--- src/rtl/i2s_clk_pkg.sv ---
package i2s_clk_pkg;
  localparam int DIV_W = 4;
  localparam int NDIR  = 2;
  typedef logic [DIV_W-1:0] div_t;
  localparam div_t DIV_RESET = div_t'(3);

  // legal codes correspond to master/frame ratios 256, 384, 512, 768
  function automatic logic div_legal(div_t v);
    return (v == div_t'(3)) || (v == div_t'(5)) ||
           (v == div_t'(7)) || (v == div_t'(11));
  endfunction
endpackage

--- src/rtl/i2s_sync2.sv ---
module i2s_sync2 (
  input  logic clk,
  input  logic rst_n,
  input  logic d,
  output logic q
);
  logic meta;
  always_ff @(posedge clk or negedge rst_n) begin
    if (!rst_n) begin
      meta <= 1'b0;
      q    <= 1'b0;
    end else begin
      meta <= d;
      q    <= meta;
    end
  end
endmodule

--- src/rtl/i2s_div_chan.sv ---
module i2s_div_chan
  import i2s_clk_pkg::*;
#(
  parameter int FRAME_BITS = 64
) (
  input  logic clk,
  input  logic rst_n,
  input  logic run,
  input  logic master,
  input  logic div_wr,
  input  div_t div_data,
  input  logic bclk_in,
  input  logic ws_in,
  output logic bclk_o,
  output logic ws_o,
  output logic pin_oe,
  output logic bit_en,
  output logic frame_start,
  output logic div_rej
);
  localparam int CNT_W = $clog2(FRAME_BITS);
  localparam logic [CNT_W-1:0] LAST_BIT = CNT_W'(FRAME_BITS - 1);

  div_t pend_div, cur_div, ph, half;
  logic [CNT_W-1:0] bitn;
  logic running, go, bit_end, frame_end;
  logic m_bit, m_bclk, m_ws;

  assign go        = run && master;
  assign half      = div_t'(({1'b0, cur_div} + 1'b1) >> 1);
  assign bit_end   = running && (ph == cur_div);
  assign frame_end = bit_end && (bitn == LAST_BIT);

  // divider holding register and the reject pulse
  always_ff @(posedge clk or negedge rst_n) begin
    if (!rst_n) begin
      pend_div <= DIV_RESET;
      div_rej  <= 1'b0;
    end else begin
      div_rej <= div_wr && !div_legal(div_data);
      if (div_wr && div_legal(div_data)) pend_div <= div_data;
    end
  end

  // active divider: moves only while stopped or at the end of a frame
  always_ff @(posedge clk or negedge rst_n) begin
    if (!rst_n) cur_div <= DIV_RESET;
    else if (!running || frame_end) cur_div <= pend_div;
  end

  // phase and bit counters; a stop is honoured only at a bit end
  always_ff @(posedge clk or negedge rst_n) begin
    if (!rst_n) begin
      running <= 1'b0;
      ph      <= '0;
      bitn    <= '0;
    end else if (!running) begin
      running <= go;
      ph      <= '0;
      bitn    <= '0;
    end else if (bit_end) begin
      ph   <= '0;
      bitn <= bitn + 1'b1;
      if (!go) running <= 1'b0;
    end else begin
      ph <= ph + 1'b1;
    end
  end

  assign m_bclk = running && (ph >= half);
  assign m_ws   = running && bitn[CNT_W-1];
  assign m_bit  = running && (ph == half);

  // slave path: synchronized pins and edge detection
  logic bs, wss, bs_p, ws_cap, s_bit, s_frame;

  i2s_sync2 u_sync_bclk (.clk(clk), .rst_n(rst_n), .d(bclk_in), .q(bs));
  i2s_sync2 u_sync_ws   (.clk(clk), .rst_n(rst_n), .d(ws_in),   .q(wss));

  assign s_bit   = bs && !bs_p;
  assign s_frame = s_bit && !wss && ws_cap;

  always_ff @(posedge clk or negedge rst_n) begin
    if (!rst_n) begin
      bs_p   <= 1'b0;
      ws_cap <= 1'b0;
    end else begin
      bs_p <= bs;
      if (s_bit) ws_cap <= wss;
    end
  end

  assign pin_oe      = master;
  assign bclk_o      = master && m_bclk;
  assign ws_o        = master && m_ws;
  assign bit_en      = master ? m_bit : s_bit;
  assign frame_start = master ? (m_bit && (bitn == '0)) : s_frame;
endmodule

--- src/rtl/i2s_clk_gen.sv ---
module i2s_clk_gen
  import i2s_clk_pkg::*;
#(
  parameter int FRAME_BITS = 64
) (
  input  logic                       clk,
  input  logic                       rst_n,
  input  logic                       run,
  input  logic                       master_mode,
  input  logic                       mclk_en,
  input  logic [NDIR-1:0]            div_wr,
  input  logic [NDIR-1:0][DIV_W-1:0] div_data,
  input  logic [NDIR-1:0]            bclk_in,
  input  logic [NDIR-1:0]            ws_in,
  output logic [NDIR-1:0]            bclk_o,
  output logic [NDIR-1:0]            ws_o,
  output logic [NDIR-1:0]            pin_oe,
  output logic [NDIR-1:0]            bit_en,
  output logic [NDIR-1:0]            frame_start,
  output logic [NDIR-1:0]            div_rej,
  output logic                       mclk_o
);
  for (genvar d = 0; d < NDIR; d++) begin : g_chan
    i2s_div_chan #(.FRAME_BITS(FRAME_BITS)) u_chan (
      .clk        (clk),
      .rst_n      (rst_n),
      .run        (run),
      .master     (master_mode),
      .div_wr     (div_wr[d]),
      .div_data   (div_data[d]),
      .bclk_in    (bclk_in[d]),
      .ws_in      (ws_in[d]),
      .bclk_o     (bclk_o[d]),
      .ws_o       (ws_o[d]),
      .pin_oe     (pin_oe[d]),
      .bit_en     (bit_en[d]),
      .frame_start(frame_start[d]),
      .div_rej    (div_rej[d])
    );
  end

  // gate enable changes while clk is low, so the pin never gets a runt pulse
  logic mclk_gate;
  always_ff @(negedge clk or negedge rst_n) begin
    if (!rst_n) mclk_gate <= 1'b0;
    else        mclk_gate <= mclk_en;
  end
  assign mclk_o = clk & mclk_gate;
endmodule

--- config.mk ---
export PLATFORM = sky130hd
export DESIGN_NAME = i2s_clk_gen
export DESIGN_NICKNAME = d
export VERILOG_FILES = /design/src/rtl/i2s_clk_pkg.sv /design/src/rtl/i2s_sync2.sv /design/src/rtl/i2s_div_chan.sv /design/src/rtl/i2s_clk_gen.sv
export SDC_FILE = /design/constraint.sdc
export NUM_CORES = 1
export LEC_CHECK = 0
export BUFFER_PORTS_ARGS = -buffer_cell sky130_fd_sc_hd__buf_2
export CELL_PAD_IN_SITES_DETAIL_PLACEMENT = 0
export CELL_PAD_IN_SITES_GLOBAL_PLACEMENT = 1
export CORE_ASPECT_RATIO = 1.4
export CORE_MARGIN = 2
export CORE_UTILIZATION = 46
export DETAILED_ROUTE_END_ITERATION = 8
export HOLD_SLACK_MARGIN = 0.06
export PLACE_DENSITY_LB_ADDON = 0.1
export SLEW_MARGIN = 20
export SYNTH_ARGS = -nofsm -noshare
export SYNTH_HDL_FRONTEND = slang
export SYNTH_SLANG_ARGS = --single-unit
--- constraint.sdc ---
create_clock -name clk -period 2.5 [get_ports clk]
set_clock_uncertainty 0.05 [all_clocks]
set_input_delay 0.125 -clock clk [delete_from_list [all_inputs] [get_ports clk]]
set_output_delay 0.125 -clock clk [all_outputs]
set_load 0.005 [all_outputs]
==> results by group, run 1 <==
Placement
  – Hpwl dp: 3150 um
  – Worst slack at placement: 0.483 ns
  – RD Place Congestion: 0.749
  – I/O Buffers: 31

Worst setup path
  – Cell Chain, Critical Path: and2_1, buf_2
  – Critical path's largest stage delay: 0.38 ns
  – Req. time, crit path: 2.33 ns
  – Critical path class: flip-flop to output pin
  – Reg-to-reg setup timing slack: between 0.5 and 0.6 ns
  – Worst Path Arrival: 2.24 ns
  – Crit path max-delay cell type: dfrtn_1
  – Worst setup EP type: output pin
  – CP max FO: 1
  – Startpoint Class: flip-flop

Routing
  – Pre-antenna DRT Iters: 4
  – Post-DRT Antenna Nets: 0
  – Vias/cell: 5.10
  – Remaining DRCs: 0
  – DR vias: 1786
  – Number of DRC markers in iteration 0: 39
  – Drt wl/cell: 13.6 um
  – Routed Wire Length: 4770 um

Layout
  – N_diodes: 0
  – Nets: 317
  – Syn-to-layout area delta: 19.7%
  – Share of cells above drive strength 1: 0.277

Floorplanning
  – I/O Pins: 32
  – Die width: 68.0 um
  – Core area: 5530 um^2
  – Die height: about 94 um
  – Initial Utilization: 0.477
  – Row count: 32
  – Total die area: between 6000 and 7000 um^2

Logic synthesis
  – Synthesized area per cell: roughly 11 um^2
  – Yosys warns: 0
  – EDFF count, synth: 0
  – Mux cell area share after synthesis: 0.0798
  – Yosys top cell by area: dfrtp_1
  – Compound-Gate Fraction of Synth Area: 0.0745
  – Main synth FF type: dfrtp_1
  – Ranking of synthesized cells by area: dfrtp_1 42%, dfstp_2 8.0%, ha_1 7.6%
  – Ys async rst share: 1.00
  – Share of the synthesized area in the top cell type: 0.418
  – Simple-gate area share of the yosys netlist: 0.146
  – Sequential cell area fraction in the yosys report: 0.507
  – Netlist cell types: 34
  – XOR/XNOR share of the synthesized area: 0.0598
  – Synth Net Count: between 200 and 300
  – Cell Area, Synth: 2640 um^2
  – Gate Count Post-Synth: between 200 and 250
  – Adder and majority gate portion of the synthesized area: 0.0760
  – Cell types with the highest counts after synthesis: 44 x dfrtp_1, 16 x ha_1, 16 x mux2_2, 16 x nand2_1, 14 x xnor2_1
  – Largest family of logic cells by synthesized area: simple AND/OR/NAND/NOR gates
  – Count leader, synth: dfrtp_1
  – Flops & latches, synth: 53

Pwr
  – Post-route total power: 0.00304 W
  – Power per cell area: about 970 nW/um^2
  – Peak supply drop: ~480 uV
  – Leakage power: 1.43 nW

GRT
  – Global-route wire length before repair: 8380 um
  – Vias in the first global route: around 1800
  – Initial antenna violation count: 0
  – Largest net degree at the start of global routing: 53
  – Overflow left after global routing: 0
  – Total GRT Usage: 0.178

Job
  – Max cap viols: 0

STA
  – Unrepaired setup endpoints after global routing: true
  – Worst-Margin Slew: 0.651 ns
  – Setup TNS: 0 ns
  – Final WS setup: 0.0856 ns
  – Hold_ws: 0.306 ns
  – Hold Fails Final Rpt: 0
  – Slew HR: 0.566
  – Slew Limit Fails: 0
  – # setup viols final: 0

Clocking
  – Worst-Skew Late Latency: 0.40 ns
  – CTS tree: done
  – Worst-path clk slew: 0.09 ns

Status
  – Status: completed

Min path
  – Worst Hold Class: flip-flop to flip-flop
area by class of cell:
cell class	instances	area, um^2
clock buffer	11	133
fill	503	2370
inverter	11	41.3
multi-input combinational	152	1170
sequential	53	1340
tap	68	85.1
timing repair buffer	55	385
critical path: cells and delay by family (launching register included):
kind	cells	cell delay [ns]
buffers and inverters	1	0.10
DFF	1	0.38
and+or+nand+nor	1	0.10
stage by stage:
stage,instances,area [um^2],utilization
final,350,3150,0.571
after global placement,318,2790,0.505
after floorplan,232,2640,-
after detailed placement,318,2790,0.505
after CTS,347,3110,0.563
after global routing,350,3150,0.571
report_power, final:
part,internal (W),switching [W],total (W)
logic,0.000642,0.000507,0.00115
clock network,0.000331,0.000276,0.000608
registers,0.00105,0.000234,0.00129
final timing paths:
kind / depth (start not counted) / to / startpoint
setup / recovery: 2 / mclk_o / mclk_gate
hold / removal: 0 / g_chan[1].u_chan.u_sync_bclk.q / g_chan[1].u_chan.u_sync_bclk.meta
setup reg to reg: 5 / g_chan[0].u_chan.cur_div[3] / g_chan[0].u_chan.cur_div[0]
hold reg to reg: 0 / g_chan[1].u_chan.u_sync_bclk.q / g_chan[1].u_chan.u_sync_bclk.meta
max in group asynchronous: 2 / mclk_gate / rst_n
min in group asynchronous: 3 / g_chan[1].u_chan.pend_div[3] / rst_n
routing by layer:
metal  vias up  GRT usage  wire [um]
met1       870      0.209       2060
met3         6     0.0481         95
met2        17      0.298       2520
li1        893          -          -
met4         0     0.0800         95
met5         -          0          0
state kept, by name, summed over array words and instances (netlist names), 8 cells and up:
name,cells
g_chan.u_chan.pend_div,8
g_chan.u_chan.bitn,12
g_chan.u_chan.ph,8
g_chan.u_chan.cur_div,8
what timing repair did:
action                                  4_1_cts  5_1_grt
hold buffers                                 19        0
resized for setup                             0        5
hold endpoints to repair                     60        0
buffers inserted                              0        3
endpoints found under the setup margin        0        3
layout by cell type (no fill, tap or decap), types with 3 or more instances in the layout:
master / synthesis / routed
dfstp_2: 8 / 8
nand2_1: 16 / 16
and3_1: 4 / 4
nor2_1: 7 / 7
xor2_1: 4 / 4
nand3_1: 12 / 11
nor2b_1: 4 / 4
ha_1: 16 / 14
buf_2: 2 / 31
o21ai_0: 8 / 8
buf_4: 12 / 6
xnor2_1: 14 / 14
or3_1: 4 / 4
clkbuf_8: 0 / 9
nand2b_1: 7 / 7
o211ai_1: 4 / 4
mux2i_1: 3 / 3
dlygate4sd3_1: 0 / 19
inv_1: 11 / 11
a21boi_0: 4 / 4
mux2_2: 16 / 16
and2_1: 5 / 5
nand4_1: 5 / 5
nor4_1: 3 / 3
dfrtp_1: 44 / 44
kinds of logic (layout without fill, tap and decap cells):
kind of cell,count (synthesis),in the layout
DFF,53,53
adders and majority gates,16,16
xor gates and xnor gates,18,18
buffers and inverters,27,77
muxes,19,19
and+or+nand+nor,72,72
AOI/OAI and AO/OA,27,27
Note: power is estimated with default switching activity, not from simulation.
==> run 2, diff against run 1 <==
Settings changed: CORE_MARGIN 2 to 5, CORE_UTILIZATION 46 to 49.
Clock period 2.5 ns to 2.9 ns, I/O delays scaled along.
==> results by group, run 2 (synthesis gave the netlist of run 1 again) <==
Worst setup path
  – Crit path max-delay cell type: dfrtn_1
  – Crit path buf inv count: 1
  – Critical path class: flip-flop to output pin
  – CP Depth: 2
  – CP max FO: 1
  – R2r worst-path depth: 5
  – Cell Chain, Critical Path: and2_1, buf_2
  – Worst setup EP type: output pin
  – Worst Path Arrival: roughly 2.4 ns
  – CP top delay family: flip-flops
  – Req. time, crit path: between 2 and 3 ns
  – Critical path's largest stage delay: 0.38 ns
  – Startpoint Class: flip-flop

Placement
  – Hpwl dp: 3340 um
  – Placed Area: approximately 2800 um^2
  – I/O Buffers: 31
  – RD Place Congestion: 0.765

Floorplanning
  – Initial Utilization: 0.507
  – Row count: 31
  – Core area: 5200 um^2
  – Die width: 72.0 um
  – Die height: 96.8 um
  – I/O Pins: 32
  – Total die area: 6960 um^2

Layout
  – N_diodes: 0
  – Share of cells above drive strength 1: 0.261
  – Nets: 314
  – Largest reg by FF count: g_chan.u_chan.bitn
  – Syn-to-layout area delta: 17.7%
  – Final instance area: 3100 um^2
  – Most frequent cells in the layout: 44 x dfrtp_1, 31 x buf_2, 19 x dlygate4sd3_1
  – Most common cell after layout, fill and taps aside: dfrtp_1
  – Number of flip-flops in the largest register: 12

Routing
  – DR vias: 1798
  – Number of DRC markers in iteration 0: between 70 and 80
  – Pre-antenna DRT Iters: 4
  – Drt wl/cell: 13.8 um
  – Routed Wire Length: 4770 um
  – Remaining DRCs: 0
  – Post-DRT Antenna Nets: 0
  – Vias/cell: 5.20

Clocking
  – CTS tree: done
  – Post-CTS setup buffer count: 0
  – Cts-stage hold buffer count: 19
  – Worst-path clk slew: 0.10 ns
  – Worst-Skew Late Latency: 0.40 ns
  – Cts repair resizes: 0

Pwr
  – Power per cell area: 825 nW/um^2
  – Leakage power: 1.41 nW
  – Peak supply drop: 397 uV

GRT
  – Vias in the first global route: 1891
  – Largest net degree at the start of global routing: 53
  – Global-route wire length before repair: 8830 um
  – Total GRT Usage: 0.160
  – Initial antenna violation count: 0
  – Overflow left after global routing: 0

Job
  – Max cap viols: 0

STA
  – Unrepaired setup endpoints after global routing: false
  – Setup TNS: 0 ns
  – # setup viols final: 0
  – Hold Fails Final Rpt: 0
  – Hold_ws: a little over 0.3 ns
  – Slew HR: 0.568
  – Worst-Margin Slew: 0.648 ns
  – Slew Limit Fails: 0

Status
  – Status: completed

Min path
  – Worst hold path depth: 0
  – Worst Hold Class: flip-flop to flip-flop
## run 2: report_power, final
part | internal [W] | total (W) | switching (W)
clock network | 0.000264 | 0.000515 | 0.000251
registers | 0.000908 | 0.00111 | 0.000198
logic | 0.000510 | 0.000938 | 0.000428
total | 0.00168 | 0.00256 | 0.000878
## run 2: cell type report
type	instances	area, um^2
Fill cell	462	2100
Sequential cell	53	1340
Multi-Input combinational cell	152	1150
Timing Repair Buffer	52	363
Clock buffer	10	119
Tap cell	66	82.6
Inverter	11	41.3
Clock inverter	2	10.0
## run 2: metrics by stage
| step | cells | setup WS, ns | power, W | utilization |
|---|---|---|---|---|
| floorplan | 232 | 0.780 | 0.00185 | - |
| global placement | 316 | 0.701 | 0.00204 | 0.536 |
| detailed placement | 316 | 0.699 | 0.00207 | 0.536 |
| CTS | 346 | 0.243 | 0.00260 | 0.597 |
| global route | 346 | 0.188 | 0.00280 | 0.597 |
| finish | 346 | 0.263 | 0.00256 | 0.597 |
## run 2: worst paths after layout
check | start | to | slack, ns
hold reg to reg | g_chan[1].u_chan.u_sync_bclk.meta | g_chan[1].u_chan.u_sync_bclk.q | 0.30
setup reg to reg | g_chan[0].u_chan.cur_div[0] | g_chan[0].u_chan.cur_div[3] | 0.88
hold / removal | g_chan[1].u_chan.u_sync_bclk.meta | g_chan[1].u_chan.u_sync_bclk.q | 0.30
max in group asynchronous | rst_n | mclk_gate | 1.33
min in group asynchronous | rst_n | g_chan[1].u_chan.pend_div[3] | 0.39
setup / recovery | mclk_gate | mclk_o | 0.26
## run 2: layer usage
| metal | GRT usage | vias to the layer above | part of all wire |
|---|---|---|---|
| met5 | 0 | - | 0 |
| met4 | 0.0781 | 0 | 0.020 |
| met3 | 0.0290 | 8 | 0.023 |
| met2 | 0.268 | 18 | 0.54 |
| met1 | 0.193 | 880 | 0.41 |
| li1 | - | 892 | - |
==> run 3, diff against run 2 <==
Settings changed: CORE_UTILIZATION 49 to 51, CTS_BUF_LIST from default to sky130_fd_sc_hd__clkbuf_4.
==> results by group, run 3 (synthesis gave the netlist of run 1 again) <==
Worst setup path
  – Worst setup EP type: output pin
  – Req. time, crit path: 2.71 ns
  – Cell Chain, Critical Path: and2_1, buf_2
  – CP top delay family: flip-flops
  – Worst Path Arrival: 2.51 ns
  – Critical path's largest stage delay: 0.39 ns
  – Critical path class: flip-flop to output pin
  – Crit path from: mclk_gate
  – Startpoint Class: flip-flop
  – CP max FO: 1
  – Worst R2R Start: g_chan[0].u_chan.cur_div[0]
  – Crit path max-delay cell type: dfrtn_1
  – Crit path buf inv count: 1

Clocking
  – Worst-Skew Late Latency: 0.46 ns
  – CTS tree: done
  – Worst-path clk slew: 0.13 ns
  – Cts repair resizes: 0

Floorplanning
  – Die width: about 70 um
  – Core area: between 5000 and 6000 um^2
  – Initial Utilization: 0.519
  – Total die area: 6720 um^2
  – Die height: 95.1 um
  – Row count: 31
  – I/O Pins: 32

Layout
  – Sequential Area: between 1000 and 1500 um^2
  – Post-layout util: 0.602
  – Largest reg by FF count: g_chan.u_chan.bitn
  – Layout filler cell count: 436
  – Most common cell after layout, fill and taps aside: dfrtp_1
  – Nets: 314
  – Syn-to-layout area delta: 16.0%
  – Number of flip-flops in the largest register: 12
  – Most frequent cells in the layout: 44 x dfrtp_1, 31 x buf_2, 19 x dlygate4sd3_1
  – Area of the multi-input gates: 1150 um^2
  – Share of cells above drive strength 1: 0.261
  – N_diodes: 0

STA
  – Setup TNS: 0 ns
  – Unrepaired setup endpoints after global routing: false
  – # setup viols final: 0
  – Slew HR: 0.569
  – Hold_ws: ~0.27 ns
  – Hold Fails Final Rpt: 0
  – Slew Limit Fails: 0
  – Worst-Margin Slew: around 0.65 ns

Routing
  – Pre-antenna DRT Iters: 4
  – Remaining DRCs: 0
  – Drt wl/cell: 13.4 um
  – Post-DRT Antenna Nets: 0
  – DR vias: 1812
  – Routed Wire Length: 4640 um
  – Number of DRC markers in iteration 0: 78
  – Vias/cell: 5.24

GRT
  – Initial antenna violation count: 0
  – Overflow left after global routing: 0
  – Global-route wire length before repair: 8050 um
  – Vias in the first global route: roughly 1800
  – Total GRT Usage: 0.155
  – Largest net degree at the start of global routing: 53

Placement
  – RD Place Congestion: 0.726
  – I/O Buffers: 31
  – Hpwl dp: 3280 um

Job
  – Max cap viols: 0

Pwr
  – Leakage power: 1.39 nW
  – Power per cell area: 794 nW/um^2
  – Peak supply drop: 359 uV

Min path
  – Worst Hold Launch: bclk_in[0]
  – Worst Hold Class: input pin to flip-flop

Status
  – Status: completed
==> run 3: path summary, 6_finish.rpt <==
path,slack (ns),endpoint,cells past startpoint
max in group asynchronous,1.40,mclk_gate,2
worst max-delay path,0.20,mclk_o,2
worst min-delay path,0.27,g_chan[0].u_chan.u_sync_bclk.meta,2
min in group asynchronous,0.28,g_chan[1].u_chan.div_rej,3
worst min register to register,0.32,g_chan[0].u_chan.u_sync_bclk.q,0
worst max register to register,0.91,g_chan[0].u_chan.cur_div[3],5
==> run 3: cell type report <==
cell class / instances / area share
Timing Repair Buffer: 52 / 0.119
Multi-Input combinational cell: 152 / 0.376
Sequential cell: 53 / 0.437
Inverter: 11 / 0.0135
Tap cell: 66 / 0.0270
Clock buffer: 11 / 0.0262
Clock inverter: 1 / 0.00123
==> run 3: stage by stage <==
stage	instances	power (W)	setup WS [ns]	area (um^2)
after floorplan	232	0.00185	0.780	2640
after global placement	316	0.00204	0.702	2790
after detailed placement	316	0.00207	0.702	2790
after CTS	346	0.00248	0.172	3060
after global routing	346	0.00265	0.145	3060
final	346	0.00243	0.197	3060
==> run 3: what timing repair did <==
| action | in CTS | in global routing |
|---|---|---|
| hold buffers | 19 | 0 |
| setup buffers | 0 | 0 |
| hold endpoints to repair | 60 | 0 |
| endpoints found under the setup margin | 0 | 0 |
==> run 3: routing by layer <==
metal	wire length, um	global-route usage	vias to the layer above
met3	154	0.0369	11
met1	1830	0.164	879
li1	-	-	894
met5	0	0	-
met2	2550	0.281	28
met4	114	0.0831	0
==> run 3: power breakdown <==
part	internal [W]	switching (W)	total, W
registers	0.000908	0.000191	0.00110
logic	0.000510	0.000431	0.000941
clock network	0.000166	0.000222	0.000388
total	0.00158	0.000843	0.00243
